### config.mk
export PLATFORM = sky130hd
export DESIGN_NAME = pv_mode_sequencer
export DESIGN_NICKNAME = d
export VERILOG_FILES = /design/src/rtl/pvseq_pkg.sv /design/src/rtl/pvseq_tick_gen.sv /design/src/rtl/pvseq_tick_timer.sv /design/src/rtl/pvseq_pwr_var.sv /design/src/rtl/pv_mode_sequencer.sv
export SDC_FILE = /design/constraint.sdc
export NUM_CORES = 1
export LEC_CHECK = 0
export CORE_ASPECT_RATIO = 0.9
export CORE_UTILIZATION = 25
export DETAILED_ROUTE_END_ITERATION = 12
export SYNTH_ARGS = -nofsm -noshare
export SYNTH_HDL_FRONTEND = slang
export SYNTH_SLANG_ARGS = --single-unit
### constraint.sdc
create_clock -name clk -period 13.29 [get_ports clk]
set_input_delay 2.658 -clock clk [delete_from_list [all_inputs] [get_ports clk]]
set_output_delay 2.658 -clock clk [all_outputs]
set_load 0.01 [all_outputs]
### src/rtl/pvseq_pkg.sv
package pvseq_pkg;

    typedef enum logic [2:0] {
        MD_RESET  = 3'd0,
        MD_SOFT   = 3'd1,
        MD_BSTART = 3'd2,
        MD_MPPT   = 3'd3,
        MD_BYPASS = 3'd4
    } pv_mode_e;

    typedef struct packed {
        pv_mode_e mode;
        logic     recheck;
    } seq_state_t;

    function automatic int unsigned umax(input int unsigned a, input int unsigned b);
        return (a > b) ? a : b;
    endfunction

    function automatic int unsigned cnt_width(input int unsigned lim);
        return (lim < 1) ? 1 : $clog2(lim + 1);
    endfunction

endpackage

### src/rtl/pvseq_tick_gen.sv
module pvseq_tick_gen #(
    parameter int unsigned DIV = 100000
) (
    input  logic clk,
    input  logic rst_n,
    output logic tick_o
);

    generate
        if (DIV <= 1) begin : g_every
            logic unused_ok;
            assign unused_ok = clk ^ rst_n;
            assign tick_o    = 1'b1;
        end else begin : g_div
            localparam int unsigned CW = $clog2(DIV);
            localparam logic [CW-1:0] LAST = CW'(DIV - 1);

            logic [CW-1:0] cnt_d, cnt_q;

            always_comb begin
                cnt_d = (cnt_q == LAST) ? '0 : cnt_q + CW'(1);
            end

            always_ff @(posedge clk or negedge rst_n) begin
                if (!rst_n) cnt_q <= '0;
                else        cnt_q <= cnt_d;
            end

            assign tick_o = (cnt_q == LAST);
        end
    endgenerate

endmodule

### src/rtl/pvseq_tick_timer.sv
module pvseq_tick_timer #(
    parameter int unsigned W = 17
) (
    input  logic         clk,
    input  logic         rst_n,
    input  logic         clr_i,
    input  logic         tick_i,
    output logic [W-1:0] cnt_o
);

    logic [W-1:0] cnt_d, cnt_q;

    // Saturating tick counter; a clear wins over a coincident tick.
    always_comb begin
        cnt_d = cnt_q;
        if (clr_i)
            cnt_d = '0;
        else if (tick_i && (cnt_q != '1))
            cnt_d = cnt_q + W'(1);
    end

    always_ff @(posedge clk or negedge rst_n) begin
        if (!rst_n) cnt_q <= '0;
        else        cnt_q <= cnt_d;
    end

    assign cnt_o = cnt_q;

endmodule

### src/rtl/pvseq_pwr_var.sv
module pvseq_pwr_var #(
    parameter int unsigned PW           = 16,
    parameter int unsigned SHIFT_COARSE = 5,
    parameter int unsigned SHIFT_FINE   = 6
) (
    input  logic          clk,
    input  logic          rst_n,
    input  logic          capture_i,
    input  logic          fine_i,
    input  logic [PW-1:0] pwr_i,
    output logic          var_o
);

    logic [PW-1:0] ref_d, ref_q;
    logic [PW-1:0] delta, band;

    always_comb begin
        ref_d = capture_i ? pwr_i : ref_q;
        delta = (pwr_i >= ref_q) ? (pwr_i - ref_q) : (ref_q - pwr_i);
        band  = fine_i ? (ref_q >> SHIFT_FINE) : (ref_q >> SHIFT_COARSE);
        var_o = (delta > band);
    end

    always_ff @(posedge clk or negedge rst_n) begin
        if (!rst_n) ref_q <= '0;
        else        ref_q <= ref_d;
    end

endmodule

### src/rtl/pv_mode_sequencer.sv
module pv_mode_sequencer
    import pvseq_pkg::*;
#(
    parameter int unsigned ADC_W         = 10,
    parameter int unsigned PWR_W         = 16,
    parameter int unsigned TICK_DIV      = 100000,
    parameter int unsigned SS_TICKS      = 250,
    parameter int unsigned BST_T1        = 60000,
    parameter int unsigned BST_T2        = 120000,
    parameter int unsigned DWELL0        = 200,
    parameter int unsigned DWELL1        = 400,
    parameter int unsigned DWELL2        = 1000,
    parameter int unsigned DWELL3        = 2000,
    parameter int unsigned RECHECK_TICKS = 60000,
    parameter int unsigned RUN_TICKS     = 4000,
    parameter int unsigned THR_HI_A      = 400,
    parameter int unsigned THR_LO_A      = 100,
    parameter int unsigned THR_HI_B      = 240,
    parameter int unsigned THR_LO_B      = 60
) (
    input  logic             clk,
    input  logic             rst_n,
    input  logic [ADC_W-1:0] iout_code,
    input  logic [PWR_W-1:0] pwr_code,
    input  logic             force_byp_n,
    input  logic             ratio_unity,
    input  logic             cfg_thr_sel,
    input  logic [1:0]       cfg_start_sel,
    input  logic [1:0]       cfg_dwell_sel,
    input  logic             cfg_var_sel,
    output logic [2:0]       mode_o,
    output logic             ss_req_o
);

    localparam int unsigned TMR_MAX = umax(umax(SS_TICKS, RUN_TICKS),
                                           umax(RECHECK_TICKS, umax(BST_T1, BST_T2)));
    localparam int unsigned DWL_MAX = umax(umax(DWELL0, DWELL1), umax(DWELL2, DWELL3));
    localparam int unsigned TMR_W   = cnt_width(TMR_MAX);
    localparam int unsigned DWL_W   = cnt_width(DWL_MAX);

    localparam logic [ADC_W-1:0] HI_A = ADC_W'(THR_HI_A);
    localparam logic [ADC_W-1:0] LO_A = ADC_W'(THR_LO_A);
    localparam logic [ADC_W-1:0] HI_B = ADC_W'(THR_HI_B);
    localparam logic [ADC_W-1:0] LO_B = ADC_W'(THR_LO_B);

    localparam logic [TMR_W-1:0] LIM_SS  = TMR_W'(SS_TICKS);
    localparam logic [TMR_W-1:0] LIM_T1  = TMR_W'(BST_T1);
    localparam logic [TMR_W-1:0] LIM_T2  = TMR_W'(BST_T2);
    localparam logic [TMR_W-1:0] LIM_RC  = TMR_W'(RECHECK_TICKS);
    localparam logic [TMR_W-1:0] LIM_RUN = TMR_W'(RUN_TICKS);

    seq_state_t       st_d, st_q;
    logic             tick;
    logic [TMR_W-1:0] tmr;
    logic [DWL_W-1:0] dwl;
    logic             tmr_clr, dwl_clr, capture, pwr_moved, chg;
    logic [ADC_W-1:0] thr_hi, thr_lo;
    logic [TMR_W-1:0] start_lim;
    logic [DWL_W-1:0] dwell_lim;
    logic             forced;

    pvseq_tick_gen #(.DIV(TICK_DIV)) u_tick (
        .clk    (clk),
        .rst_n  (rst_n),
        .tick_o (tick)
    );

    // Time spent in the current mode (held at zero while bypass is forced).
    pvseq_tick_timer #(.W(TMR_W)) u_mode_tmr (
        .clk    (clk),
        .rst_n  (rst_n),
        .clr_i  (tmr_clr),
        .tick_i (tick),
        .cnt_o  (tmr)
    );

    // Uninterrupted time at 1:1 ratio while tracking.
    pvseq_tick_timer #(.W(DWL_W)) u_dwell_tmr (
        .clk    (clk),
        .rst_n  (rst_n),
        .clr_i  (dwl_clr),
        .tick_i (tick),
        .cnt_o  (dwl)
    );

    pvseq_pwr_var #(.PW(PWR_W), .SHIFT_COARSE(5), .SHIFT_FINE(6)) u_pvar (
        .clk       (clk),
        .rst_n     (rst_n),
        .capture_i (capture),
        .fine_i    (cfg_var_sel),
        .pwr_i     (pwr_code),
        .var_o     (pwr_moved)
    );

    always_comb begin
        forced = !force_byp_n;
        thr_hi = cfg_thr_sel ? HI_B : HI_A;
        thr_lo = cfg_thr_sel ? LO_B : LO_A;

        case (cfg_start_sel)
            2'd0:    start_lim = '0;
            2'd1:    start_lim = LIM_T1;
            default: start_lim = LIM_T2;
        endcase

        case (cfg_dwell_sel)
            2'd0:    dwell_lim = DWL_W'(DWELL0);
            2'd1:    dwell_lim = DWL_W'(DWELL1);
            2'd2:    dwell_lim = DWL_W'(DWELL2);
            default: dwell_lim = DWL_W'(DWELL3);
        endcase

        st_d = st_q;
        unique case (st_q.mode)
            MD_RESET: begin
                st_d.mode    = MD_SOFT;
                st_d.recheck = 1'b0;
            end
            MD_SOFT: begin
                if (forced)
                    st_d.mode = MD_BYPASS;
                else if (tmr >= LIM_SS)
                    st_d.mode = (iout_code >= thr_hi) ? MD_MPPT : MD_BSTART;
            end
            MD_BSTART: begin
                if (forced)
                    st_d.mode = MD_BYPASS;
                else if ((iout_code >= thr_hi) && (tmr >= start_lim))
                    st_d.mode = MD_MPPT;
            end
            MD_MPPT: begin
                if (forced) begin
                    st_d.mode    = MD_BYPASS;
                    st_d.recheck = 1'b0;
                end else if (iout_code < thr_lo) begin
                    st_d.mode    = MD_BSTART;
                    st_d.recheck = 1'b0;
                end else if (dwl >= dwell_lim) begin
                    st_d.mode    = MD_BYPASS;
                    st_d.recheck = 1'b0;
                end else if (st_q.recheck && (tmr >= LIM_RUN)) begin
                    st_d.recheck = 1'b0;
                    if (ratio_unity)
                        st_d.mode = MD_BYPASS;
                end
            end
            MD_BYPASS: begin
                if (!forced) begin
                    if (tmr >= LIM_RC) begin
                        st_d.mode    = MD_MPPT;
                        st_d.recheck = 1'b1;
                    end else if (pwr_moved) begin
                        st_d.mode    = MD_MPPT;
                        st_d.recheck = 1'b0;
                    end
                end
            end
            default: begin
                st_d.mode    = MD_RESET;
                st_d.recheck = 1'b0;
            end
        endcase

        chg     = (st_d.mode != st_q.mode);
        tmr_clr = chg || ((st_q.mode == MD_BYPASS) && forced);
        dwl_clr = chg || (st_q.mode != MD_MPPT) || !ratio_unity;
        capture = chg && (st_d.mode == MD_BYPASS);
    end

    always_ff @(posedge clk or negedge rst_n) begin
        if (!rst_n) st_q <= '{mode: MD_RESET, recheck: 1'b0};
        else        st_q <= st_d;
    end

    assign mode_o   = st_q.mode;
    assign ss_req_o = (st_q.mode == MD_SOFT);

endmodule

### Word-level counts from Yosys, hierarchy flattened

Index checks and enable logic that the tools add are counted.

* reduce and logical (&&, ||, !) cells: 18
* bitwise operators: 1
* add/sub/neg operators: 5
* mux-type cells: 26
* magnitude comparators: 9
* equal/unequal tests: 16

Operators by type and width (number)
* 2-to-1 mux 17 bit: 3
* adder 17 x 1 -> 17 bit, second input constant: 2
* one-hot mux 17 bit (2 select lines): 1
* 2-to-1 mux 11 bit: 3
* one-hot mux 11 bit (3 select lines): 1
* subtractor 16 bit: 2
* 2-to-1 mux 4 bit: 7
* equality test 17 bit, second input constant: 1
* greater-or-equal comparator 17 x 12 -> 1 bit, second input constant: 1
* greater-or-equal comparator 17 x 16 -> 1 bit, second input constant: 1
* greater-or-equal comparator 17 bit: 1
* greater-or-equal comparator 17 x 8 -> 1 bit, second input constant: 1
* inequality test 17 bit, second input constant: 1
* greater-or-equal comparator 16 bit: 1
* > comparator 16 bit: 1
* 2-to-1 mux 16 bit: 1
* 2-to-1 mux 3 bit: 5
* one-hot mux 3 bit (5 select lines): 1
* adder 11 x 1 -> 11 bit, second input constant: 1
* greater-or-equal comparator 11 bit: 1
* inequality test 11 bit, second input constant: 1
* greater-or-equal comparator 10 x 9 -> 1 bit: 1
* less-than comparator 10 x 7 -> 1 bit: 1
* 2-to-1 mux 9 bit: 1
* 22 further kinds: 35

* bits in registers: 65
* logic and storage cells: 81
* input bits: 36

### Longest topological paths before layout

Gate-level depths: netlist of the first run.

* word-level depth: 11
* depth in mapped cells: 25
* mapped depth without buffers: 22

### By module

From an unflattened synthesis of the first run, not the netlist that was laid out.

* cells, all modules: 705
* area total of the unflattened synthesis: 6020.8 um^2

Modules (own cells, without submodules)
* pvseq_pwr_var: area each 2592.5 um^2, instances 1, cells each 334, seq. area each 400.4 um^2
* pv_mode_sequencer: area each 1144.8 um^2, instances 1, cells each 148, seq. area each 100.1 um^2
* pvseq_tick_timer (u_mode_tmr): area each 872.1 um^2, instances 1, cells each 91, seq. area each 425.4 um^2
* pvseq_tick_gen: area each 793.3 um^2, instances 1, cells each 74, seq. area each 425.4 um^2
* pvseq_tick_timer (u_dwell_tmr): area each 618.1 um^2, instances 1, cells each 58, seq. area each 275.3 um^2

### Worst setup path after synthesis of the first run

OpenSTA, ideal clock, no wires.

* kind: in2reg
* start: in pwr_code[0]
* end: reg u_mode_tmr.cnt_q[16], in the netlist u_mode_tmr.cnt_o[16]
* path buffers: 4
* data arrival time: 7.152 ns
* cell stages on the path: 24
* data required time: 13.217 ns
* path slack: 6.065 ns
* library setup time: 0.073 ns
* path through: inv_1 > ha_1 > inv_1 > fa_1 > nand3_1 > nand3_1 > a21oi_1 > o21a_1 > clkbuf_1 > clkbuf_1 > mux2i_1 > nor2_1 > nor3_1 > xnor2_1 > ha_1 > o211ai_1 > nor2_1 > a2111oi_0 > o221a_2 > nand4_2 > or4_4 > buf_6 > buf_8 > a21oi_2

* longest elaborated chain between the ends: 10
* elaborated cells between the ends (all ways): 13

Ends and longest elaborated chain
* start, declared: line pv_mode_sequencer.sv:24 `input logic [PWR_W-1:0] pwr_code,`
* subtractor 16 bit / greater-or-equal comparator 16 bit (equally long branches): line pvseq_pwr_var.sv:19 `delta = (pwr_i >= ref_q) ? (pwr_i - ref_q) : (ref_q - pwr_i);`
* 2-to-1 mux 16 bit *: line pvseq_pwr_var.sv:19
* > comparator 16 bit *: line pvseq_pwr_var.sv:21 `var_o = (delta > band);`
* 2-to-1 mux 4 bit *: line pv_mode_sequencer.sv:152 `end else if (pwr_moved) begin`
* 2-to-1 mux 4 bit *: line pv_mode_sequencer.sv:149 `if (tmr >= LIM_RC) begin`
* 2-to-1 mux 4 bit *: line pv_mode_sequencer.sv:148 `if (!forced) begin`
* one-hot mux 3 bit (5 select lines) *: line pv_mode_sequencer.sv:114 `unique case (st_q.mode)`
* inequality test 3 bit *: line pv_mode_sequencer.sv:164 `chg = (st_d.mode != st_q.mode);`
* logical OR 1 bit *: line pv_mode_sequencer.sv:165 `tmr_clr = chg || ((st_q.mode == MD_BYPASS) && forced);`
* 2-to-1 mux 17 bit / nonzero test 2 bit (equally long branches)
* end signal, assigned: line pvseq_tick_timer.sv:24 `else cnt_q <= cnt_d;`
* end, declared: line pvseq_tick_timer.sv:11 `logic [W-1:0] cnt_d, cnt_q;`

Every way passes the cells marked *; elsewhere a longest branch is shown, timed or not. The select of a mux whose other input is x is not followed.
A chain may end at the register's enable or synchronous reset.

### Worst setup path after layout of the first run

* start: in pwr_code[3]
* end: reg u_mode_tmr.cnt_q[1], in the netlist u_mode_tmr.cnt_o[1]

The elaborated chain is that of the path after synthesis.

==> insert_results.sql, run 1 <==
INSERT INTO impl_metrics (metric_group, metric, value, unit) VALUES
('min_path', 'worst_hold_launch', 'u_tick.g_div.cnt_q[0]$_DFF_PN0_', ''),
('critical_path', 'crit_chain', 'clkdlybuf4s50_1 -> inv_1 -> ha_1 -> a21oi_1 -> nand3_1 -> a21oi_1 -> o21a_1 -> mux2i_1 -> nor2_1 -> nor3_1 -> xnor2_1 -> ha_1 -> o211ai_1 -> nor2_1 -> a2111oi_0 -> o221a_2 -> nand4_2 -> or4_4 -> a221oi_2', ''),
('timing', 'final_min_period_over_clock_period', '0.595', ''),
('placement', 'placement.io_buffers', '37', ''),
('run_status', 'outcome', 'finished clean', ''),
('timing', 'final-setup-viol-count', '0', ''),
('critical_path', 'critical_path.endpoint_type', 'flip-flop', ''),
('drt', 'vias', '4883', ''),
('grt', 'antenna_found_initial', '1', ''),
('synthesis', 'synth_area', '5870', 'µm²'),
('timing', 'max_freq', '0.126', 'GHz'),
('synthesis', 'yosys-top-cells-count', 'ha_1 (72), nor2_1 (69), dfrtp_1 (65)', ''),
('clock_network', 'cts.sinks', '65', ''),
('floorplan', 'dieArea', '24100', 'µm²'),
('critical_path', 'reg2reg_from', 'u_pvar.ref_q[11]$_DFFE_PN0P_', ''),
('timing', 'slew_headroom', '0.432', ''),
('power', 'leakagePower', '2.96', 'nW'),
('clock_network', 'holdBufCountCts', '0', ''),
('finish', 'layoutNonFillerInstCount', '1030', ''),
('synthesis', 'synth_async_sr_flop_share', '1.00', ''),
('power', 'max-vdd-ir-drop', '0.0673', 'mV'),
('synthesis', 'ys_warnings', '0', ''),
('grt', 'vias_in_the_first_global_route', '4601', ''),
('critical_path', 'crit_slowest_cell', 'or4_4', ''),
('timing', 'worst_setup_skew_after_layout', '0.0119', 'ns'),
('drt', 'totalWireLength', '13600', 'µm'),
('synthesis', 'synth_cells', '710', ''),
('synthesis', 'yosys.cell_types.count', '68', ''),
('critical_path', 'crit_fanout', '17', ''),
('critical_path', 'reg2reg_to', 'u_mode_tmr.cnt_o[1]$_DFFE_PN0P_', ''),
('drt', 'viasPerCell', '4.74', ''),
('critical_path', 'worst-setup-path-type', 'in -> reg', ''),
('finish', 'area_growth', '15.6', '%'),
('critical_path', 'cp_slowest_stage_delay', '0.72', 'ns'),
('floorplan', 'std_cell_rows', '52', ''),
('clock_network', 'post-cts-setup-buffer-count', '0', ''),
('synthesis', 'top_cells_by_area_in_the_synthesized_netlist', 'dfrtp_1 (28%), ha_1 (15%), xnor2_1 (4.9%)', ''),
('synthesis', 'yosysSeqAreaShare', '0.277', ''),
('grt', 'grtUsageTotal', '0.118', ''),
('floorplan', 'initial_core_util', '0.258', ''),
('synthesis', 'synth_top_flop_cell', 'dfrtp_1', ''),
('finish', 'final_net_count', '837', ''),
('flow_run', 'max_cap_violations', '0', ''),
('critical_path', 'reg2regPathDepth', '17', ''),
('timing', 'final-hold-violation-count', '0', ''),
('critical_path', 'setup.worst_path.start_class', 'primary input', ''),
('timing', 'final_max_slew_viol_count', '0', ''),
('timing', 'tns', '0', 'ns'),
('critical_path', 'end_point_of_the_critical_path', 'u_mode_tmr.cnt_o[1]$_DFFE_PN0P_', ''),
('grt', 'globalRoute.totalOverflow', '0', ''),
('critical_path', 'worst-r2r-setup-slack', '7.88', 'ns'),
('finish', 'final_core_utilization', '0.298', ''),
('drt', 'detail-route-antenna-nets', '0', ''),
('synthesis', 'avgSynthCellArea', '8.27', 'µm²'),
('floorplan', 'num_io_pins', '40', ''),
('clock_network', 'clock_tree.root_cell', 'clkbuf_16', ''),
('clock_network', 'cts_max_level', '3', ''),
('floorplan', 'die-width', '164', 'µm'),
('drt', 'dr.pass1.iters', '5', ''),
('timing', 'hold_ws', '0.490', 'ns'),
('critical_path', 'start_point_of_the_critical_path', 'pwr_code[3]', ''),
('clock_network', 'worstSkewPairLatency', '0.35', 'ns'),
('timing', 'worst_slew_pin_slew', '0.852', 'ns'),
('finish', 'drive_gt1_frac', '0.0587', ''),
('synthesis', 'yosysTopAreaCell', 'dfrtp_1', ''),
('drt', 'remaining_drc_errors', '0', ''),
('synthesis', 'ys_ff_latch', '65', ''),
('grt', 'grt_max_degree', '66', ''),
('power', 'p_per_area', '185', 'nW/µm²'),
('clock_network', 'clock_path_buffers', '2', ''),
('critical_path', 'critPathArrivalTime', '8.17', 'ns');
==> cells in the final DEF (no fill, tap or decap), drive strengths merged, types with 5 or more instances in the layout <==
cell / n
a211oi: 6
a21o: 17
a21oi: 61
and3: 8
clkbuf: 10
clkdlybuf4s50: 36
dfrtp: 65
ha: 72
inv: 57
mux2i: 14
nand2: 64
nand3: 30
nand4: 15
nor2: 70
nor2b: 8
nor3: 12
nor4: 5
o211ai: 7
o21a: 6
o21ai: 38
or3: 5
xnor2: 33
xor2: 17
==> layout make-up <==
| type | count | area, µm² | area share |
|---|---|---|---|
| inverters | 56 | 210 | 0.0310 |
| well taps | 297 | 372 | 0.0548 |
| diodes | 1 | 2.50 | 0.000369 |
| clock buffers | 10 | 229 | 0.0338 |
| multi-input cells | 555 | 3860 | 0.570 |
| repair buffers | 40 | 388 | 0.0572 |
| flip-flops and latches | 65 | 1630 | 0.240 |
| clock inverters | 6 | 90.1 | 0.0133 |
==> worst max-delay path: cells and delay by family <==
kind	cells	cell delay [ns]
fa+ha+maj	2	0.71
mux	1	0.35
buf+inv	2	0.58
compound gates	7	2.25
simple gates	6	1.44
xor+xnor	1	0.19
==> through the flow <==
| step | instance area, µm² | setup slack, ns |
|---|---|---|
| floorplan | 5870 | 6.06 |
| detailed placement | 6460 | 5.03 |
| finish | 6780 | 5.38 |
| CTS | 6780 | 5.40 |
| global route | 6780 | 4.88 |
| global placement | 6460 | 5.08 |
==> how the worst min path moves through the flow <==
stage	cells after the start	endpoint	slack [ns]
3_5_place_dp	1	u_tick.g_div.cnt_q[12]$_DFF_PN0_	0.49
4_1_cts	1	u_tick.g_div.cnt_q[0]$_DFF_PN0_	0.49
2_1_floorplan	1	u_tick.g_div.cnt_q[0]$_DFF_PN0_	0.45
6_report	1	u_tick.g_div.cnt_q[0]$_DFF_PN0_	0.49
5_1_grt	1	u_tick.g_div.cnt_q[12]$_DFF_PN0_	0.52
3_3_place_gp	1	u_tick.g_div.cnt_q[0]$_DFF_PN0_	0.48
==> cells by family after synthesis <==
| group | count (synthesis) | share of synthesized area |
|---|---|---|
| and+or+nand+nor | 246 | 0.208 |
| AOI/OAI and AO/OA | 170 | 0.190 |
| buffers and inverters | 90 | 0.0648 |
| adders and majority gates | 74 | 0.160 |
| DFF | 65 | 0.277 |
| xor gates and xnor gates | 50 | 0.0746 |
| muxes | 15 | 0.0258 |
==> layer usage <==
metal	global-route usage	routed length (µm)
met1	0.168	7110
met3	0.0215	635
met5	0	0
met4	0.0542	257
met2	0.171	5580
==> sequential cells by signal, summed over array words and instances, names as in the netlist <==
| name | count |
|---|---|
| u_tick.g_div.cnt_q | 17 |
| st_q | 1 |
| u_mode_tmr.cnt_o | 17 |
| u_pvar.ref_q | 16 |
| mode_o | 3 |
| u_dwell_tmr.cnt_o | 11 |
==> report_power, final <==
| part | switching [W] | internal, W |
|---|---|---|
| Clock | 0.0000984 | 0.000165 |
| Combinational | 0.000427 | 0.000297 |
| Sequential | 0.0000382 | 0.000226 |
| Total | 0.000564 | 0.000688 |
Note: power is estimated with default switching activity, not from simulation.
==> run 2, diff against run 1 <==
==> constraint.sdc (replaced) <==
create_clock -name clk -period 6.49 [get_ports clk]
set_input_delay 1.298 -clock clk [delete_from_list [all_inputs] [get_ports clk]]
set_output_delay 1.298 -clock clk [all_outputs]
set_load 0.01 [all_outputs]
==> run 2 against run 1 <==
Net effect:
- combinational power grew 120%
- critical endpoint is now u_mode_tmr.cnt_o[0]$_DFFE_PN0P_
- sequential share of layout area fell by 0.42 points
- total power increased by 110%
- global-route usage rose by 0.30 points
- via count rose by 2.5%
- sequential power up 110%
- clock skew down 0.0044 ns
- hold slack worse by 0.0087 ns
- register-to-register slack worse by 6.3 ns
- clock power is 83% higher
- first-iteration DRC count rose by 6.3%
- final cell count rose by 1.8%
==> insert_results.sql, run 2 (synthesis results as in run 1) <==
INSERT INTO impl_metrics (metric_group, metric, value, unit) VALUES
('drt', 'totalWireLength', '14000', 'µm'),
('flow_run', 'max_cap_violations', '0', ''),
('min_path', 'hold_path_depth', '1', ''),
('clock_network', 'cts.sinks', '65', ''),
('run_status', 'outcome', 'finished clean', ''),
('timing', 'final-hold-violation-count', '0', ''),
('floorplan', 'core-area', '22800', 'µm²'),
('critical_path', 'reg2reg_from', 'u_pvar.ref_q[7]$_DFFE_PN0P_', ''),
('min_path', 'worst_hold_launch', 'u_tick.g_div.cnt_q[0]$_DFF_PN0_', ''),
('drt', 'detailedRoute.firstIterationViolations', '252', ''),
('placement', 'gpl.final_weighted_congestion', '0.874', ''),
('finish', 'final_cell_mix', 'ha_1 (72), nor2_1 (68), dfrtp_1 (65)', ''),
('drt', 'detail-route-antenna-nets', '0', ''),
('finish', 'register_area', '1630', 'µm²'),
('clock_network', 'tritoncts_buffers', '9', ''),
('clock_network', 'clock_tree.root_cell', 'clkbuf_16', ''),
('timing', 'tns', '0', 'ns'),
('drt', 'routed_wire_length_per_instance', '13.3', 'µm'),
('drt', 'vias', '5007', ''),
('critical_path', 'worst-setup-path-type', 'in -> reg', ''),
('clock_network', 'cts_max_level', '3', ''),
('grt', 'grt_first_pass_wirelength', '23300', 'µm'),
('critical_path', 'start_point_of_the_critical_path', 'pwr_code[7]', ''),
('min_path', 'class_of_the_tightest_hold_or_removal_check', 'reg -> reg', ''),
('grt', 'grt_max_degree', '66', ''),
('timing', 'max_freq', '0.169', 'GHz'),
('floorplan', 'dieArea', '24100', 'µm²'),
('critical_path', 'critical_path.most_common_cell', 'a21oi_1', ''),
('power', 'p_per_area', '375', 'nW/µm²'),
('clock_network', 'ctsResizeCount', '0', ''),
('grt', 'antenna_found_initial', '0', ''),
('placement', 'place_hpwl', '10700', 'µm'),
('timing', 'worst_setup_skew_after_layout', '0.00754', 'ns'),
('grt', 'grtUsageTotal', '0.121', ''),
('placement', 'placement.io_buffers', '37', ''),
('clock_network', 'clock_path_buffers', '2', ''),
('critical_path', 'critPathArrivalTime', '6.20', 'ns'),
('drt', 'dr.pass1.iters', '4', ''),
('critical_path', 'crit_fanout', '11', ''),
('clock_network', 'cts_tree', 'built', ''),
('critical_path', 'cp.depth', '22', ''),
('timing', 'rsz0062_at_grt', 'no', ''),
('clock_network', 'clock_slew_at_reported_path_ffs', '0.06', 'ns'),
('timing', 'final_min_period_over_clock_period', '0.914', ''),
('critical_path', 'worst-r2r-setup-slack', '1.63', 'ns'),
('timing', 'worst_slew_pin_slew', '0.850', 'ns'),
('timing', 'period_minus_slack', '5.93', 'ns'),
('floorplan', 'num_io_pins', '40', ''),
('grt', 'globalRoute.totalOverflow', '0', ''),
('floorplan', 'die-width', '164', 'µm'),
('finish', 'drive_gt1_frac', '0.0851', ''),
('critical_path', 'worst-endpoint-required', '6.76', 'ns'),
('finish', 'area_growth', '17.6', '%'),
('finish', 'antenna-diode-count', '0', ''),
('drt', 'remaining_drc_errors', '0', ''),
('critical_path', 'crit_buf_inv', '4', ''),
('finish', 'final_core_utilization', '0.303', ''),
('clock_network', 'post-cts-setup-buffer-count', '0', ''),
('min_path', 'min_delay_worst_endpoint', 'u_tick.g_div.cnt_q[0]$_DFF_PN0_', ''),
('floorplan', 'initial_core_util', '0.258', ''),
('grt', 'vias_in_the_first_global_route', '4695', ''),
('floorplan', 'std_cell_rows', '52', ''),
('finish', 'multiInputGateArea', '3860', 'µm²'),
('critical_path', 'critical_path.endpoint_type', 'flip-flop', ''),
('finish', 'final_net_count', '857', ''),
('critical_path', 'crit_chain', 'clkdlybuf4s50_1 -> inv_1 -> ha_1 -> nand2_1 -> o21ai_1 -> a21oi_1 -> o21ai_0 -> buf_4 -> nor2_1 -> nor2_1 -> a21oi_1 -> xnor2_1 -> ha_1 -> a21oi_1 -> a21o_1 -> a21oi_1 -> a2111oi_0 -> o221a_2 -> nand4_2 -> or4_4 -> buf_4 -> a21oi_1', ''),
('critical_path', 'crit_slowest_cell', 'or4_4', ''),
('clock_network', 'holdBufCountCts', '0', ''),
('timing', 'final-setup-viol-count', '0', ''),
('critical_path', 'reg2regPathDepth', '20', ''),
('critical_path', 'critPathTopFamily', 'compound AO/OA/AOI/OAI gates', ''),
('critical_path', 'cp_slowest_stage_delay', '0.60', 'ns'),
('floorplan', 'chipHeight', '147', 'µm'),
('critical_path', 'reg2reg_to', 'u_mode_tmr.cnt_o[0]$_DFFE_PN0P_', ''),
('drt', 'viasPerCell', '4.77', ''),
('power', 'leakagePower', '3.04', 'nW'),
('timing', 'final_max_slew_viol_count', '0', ''),
('timing', 'slew_headroom', '0.434', ''),
('clock_network', 'worstSkewPairLatency', '0.35', 'ns'),
('finish', 'layout.cells.most_common', 'ha_1', ''),
('finish', 'number_of_fill_cells', '2423', ''),
('critical_path', 'setup.worst_path.start_class', 'primary input', ''),
('power', 'max-vdd-ir-drop', '0.151', 'mV');
## run 2: power breakdown
group	total, W	switching (W)	leakage [nW]	internal (W)
Clock	0.000482	0.000201	0.142	0.000281
Combinational	0.00156	0.000888	2.04	0.000670
Sequential	0.000547	0.0000833	0.863	0.000463
Total	0.00259	0.00117	3.04	0.00142
## run 2: cell type report
class                           count  share of cell area
Tap cell                          297              0.0538
Clock inverter                      5             0.00562
Timing Repair Buffer               60              0.0779
Clock buffer                       11              0.0366
Inverter                           56              0.0305
Sequential cell                    65               0.236
Multi-Input combinational cell    555               0.560
## run 2: worst max path at each step
stage / endpoint / slack (ns)
6_report: u_mode_tmr.cnt_o[0]$_DFFE_PN0P_ / 0.56
4_1_cts: u_mode_tmr.cnt_o[10]$_DFFE_PN0P_ / 0.51
2_1_floorplan: u_mode_tmr.cnt_o[16]$_DFFE_PN0P_ / 0.62
5_1_grt: u_mode_tmr.cnt_o[10]$_DFFE_PN0P_ / 0.17
3_5_place_dp: u_mode_tmr.cnt_o[10]$_DFFE_PN0P_ / 0.14
3_3_place_gp: u_mode_tmr.cnt_o[8]$_DFFE_PN0P_ / 0.16
## run 2: metal layers
| layer | wire (µm) | global-route usage |
|---|---|---|
| met5 | 0 | 0 |
| met4 | 265 | 0.0495 |
| met3 | 634 | 0.0212 |
| met2 | 5670 | 0.172 |
| met1 | 7400 | 0.177 |
## run 2: through the flow
step	power, W	area [µm²]	setup WS (ns)	instances	hold slack (ns)
floorplan	0.00168	5870	0.625	710	0.455
global placement	0.00209	6610	0.165	1033	0.476
detailed placement	0.00210	6610	0.139	1033	0.476
CTS	0.00260	6900	0.514	1049	0.484
global route	0.00282	6900	0.172	1049	0.517
finish	0.00259	6900	0.556	1049	0.481
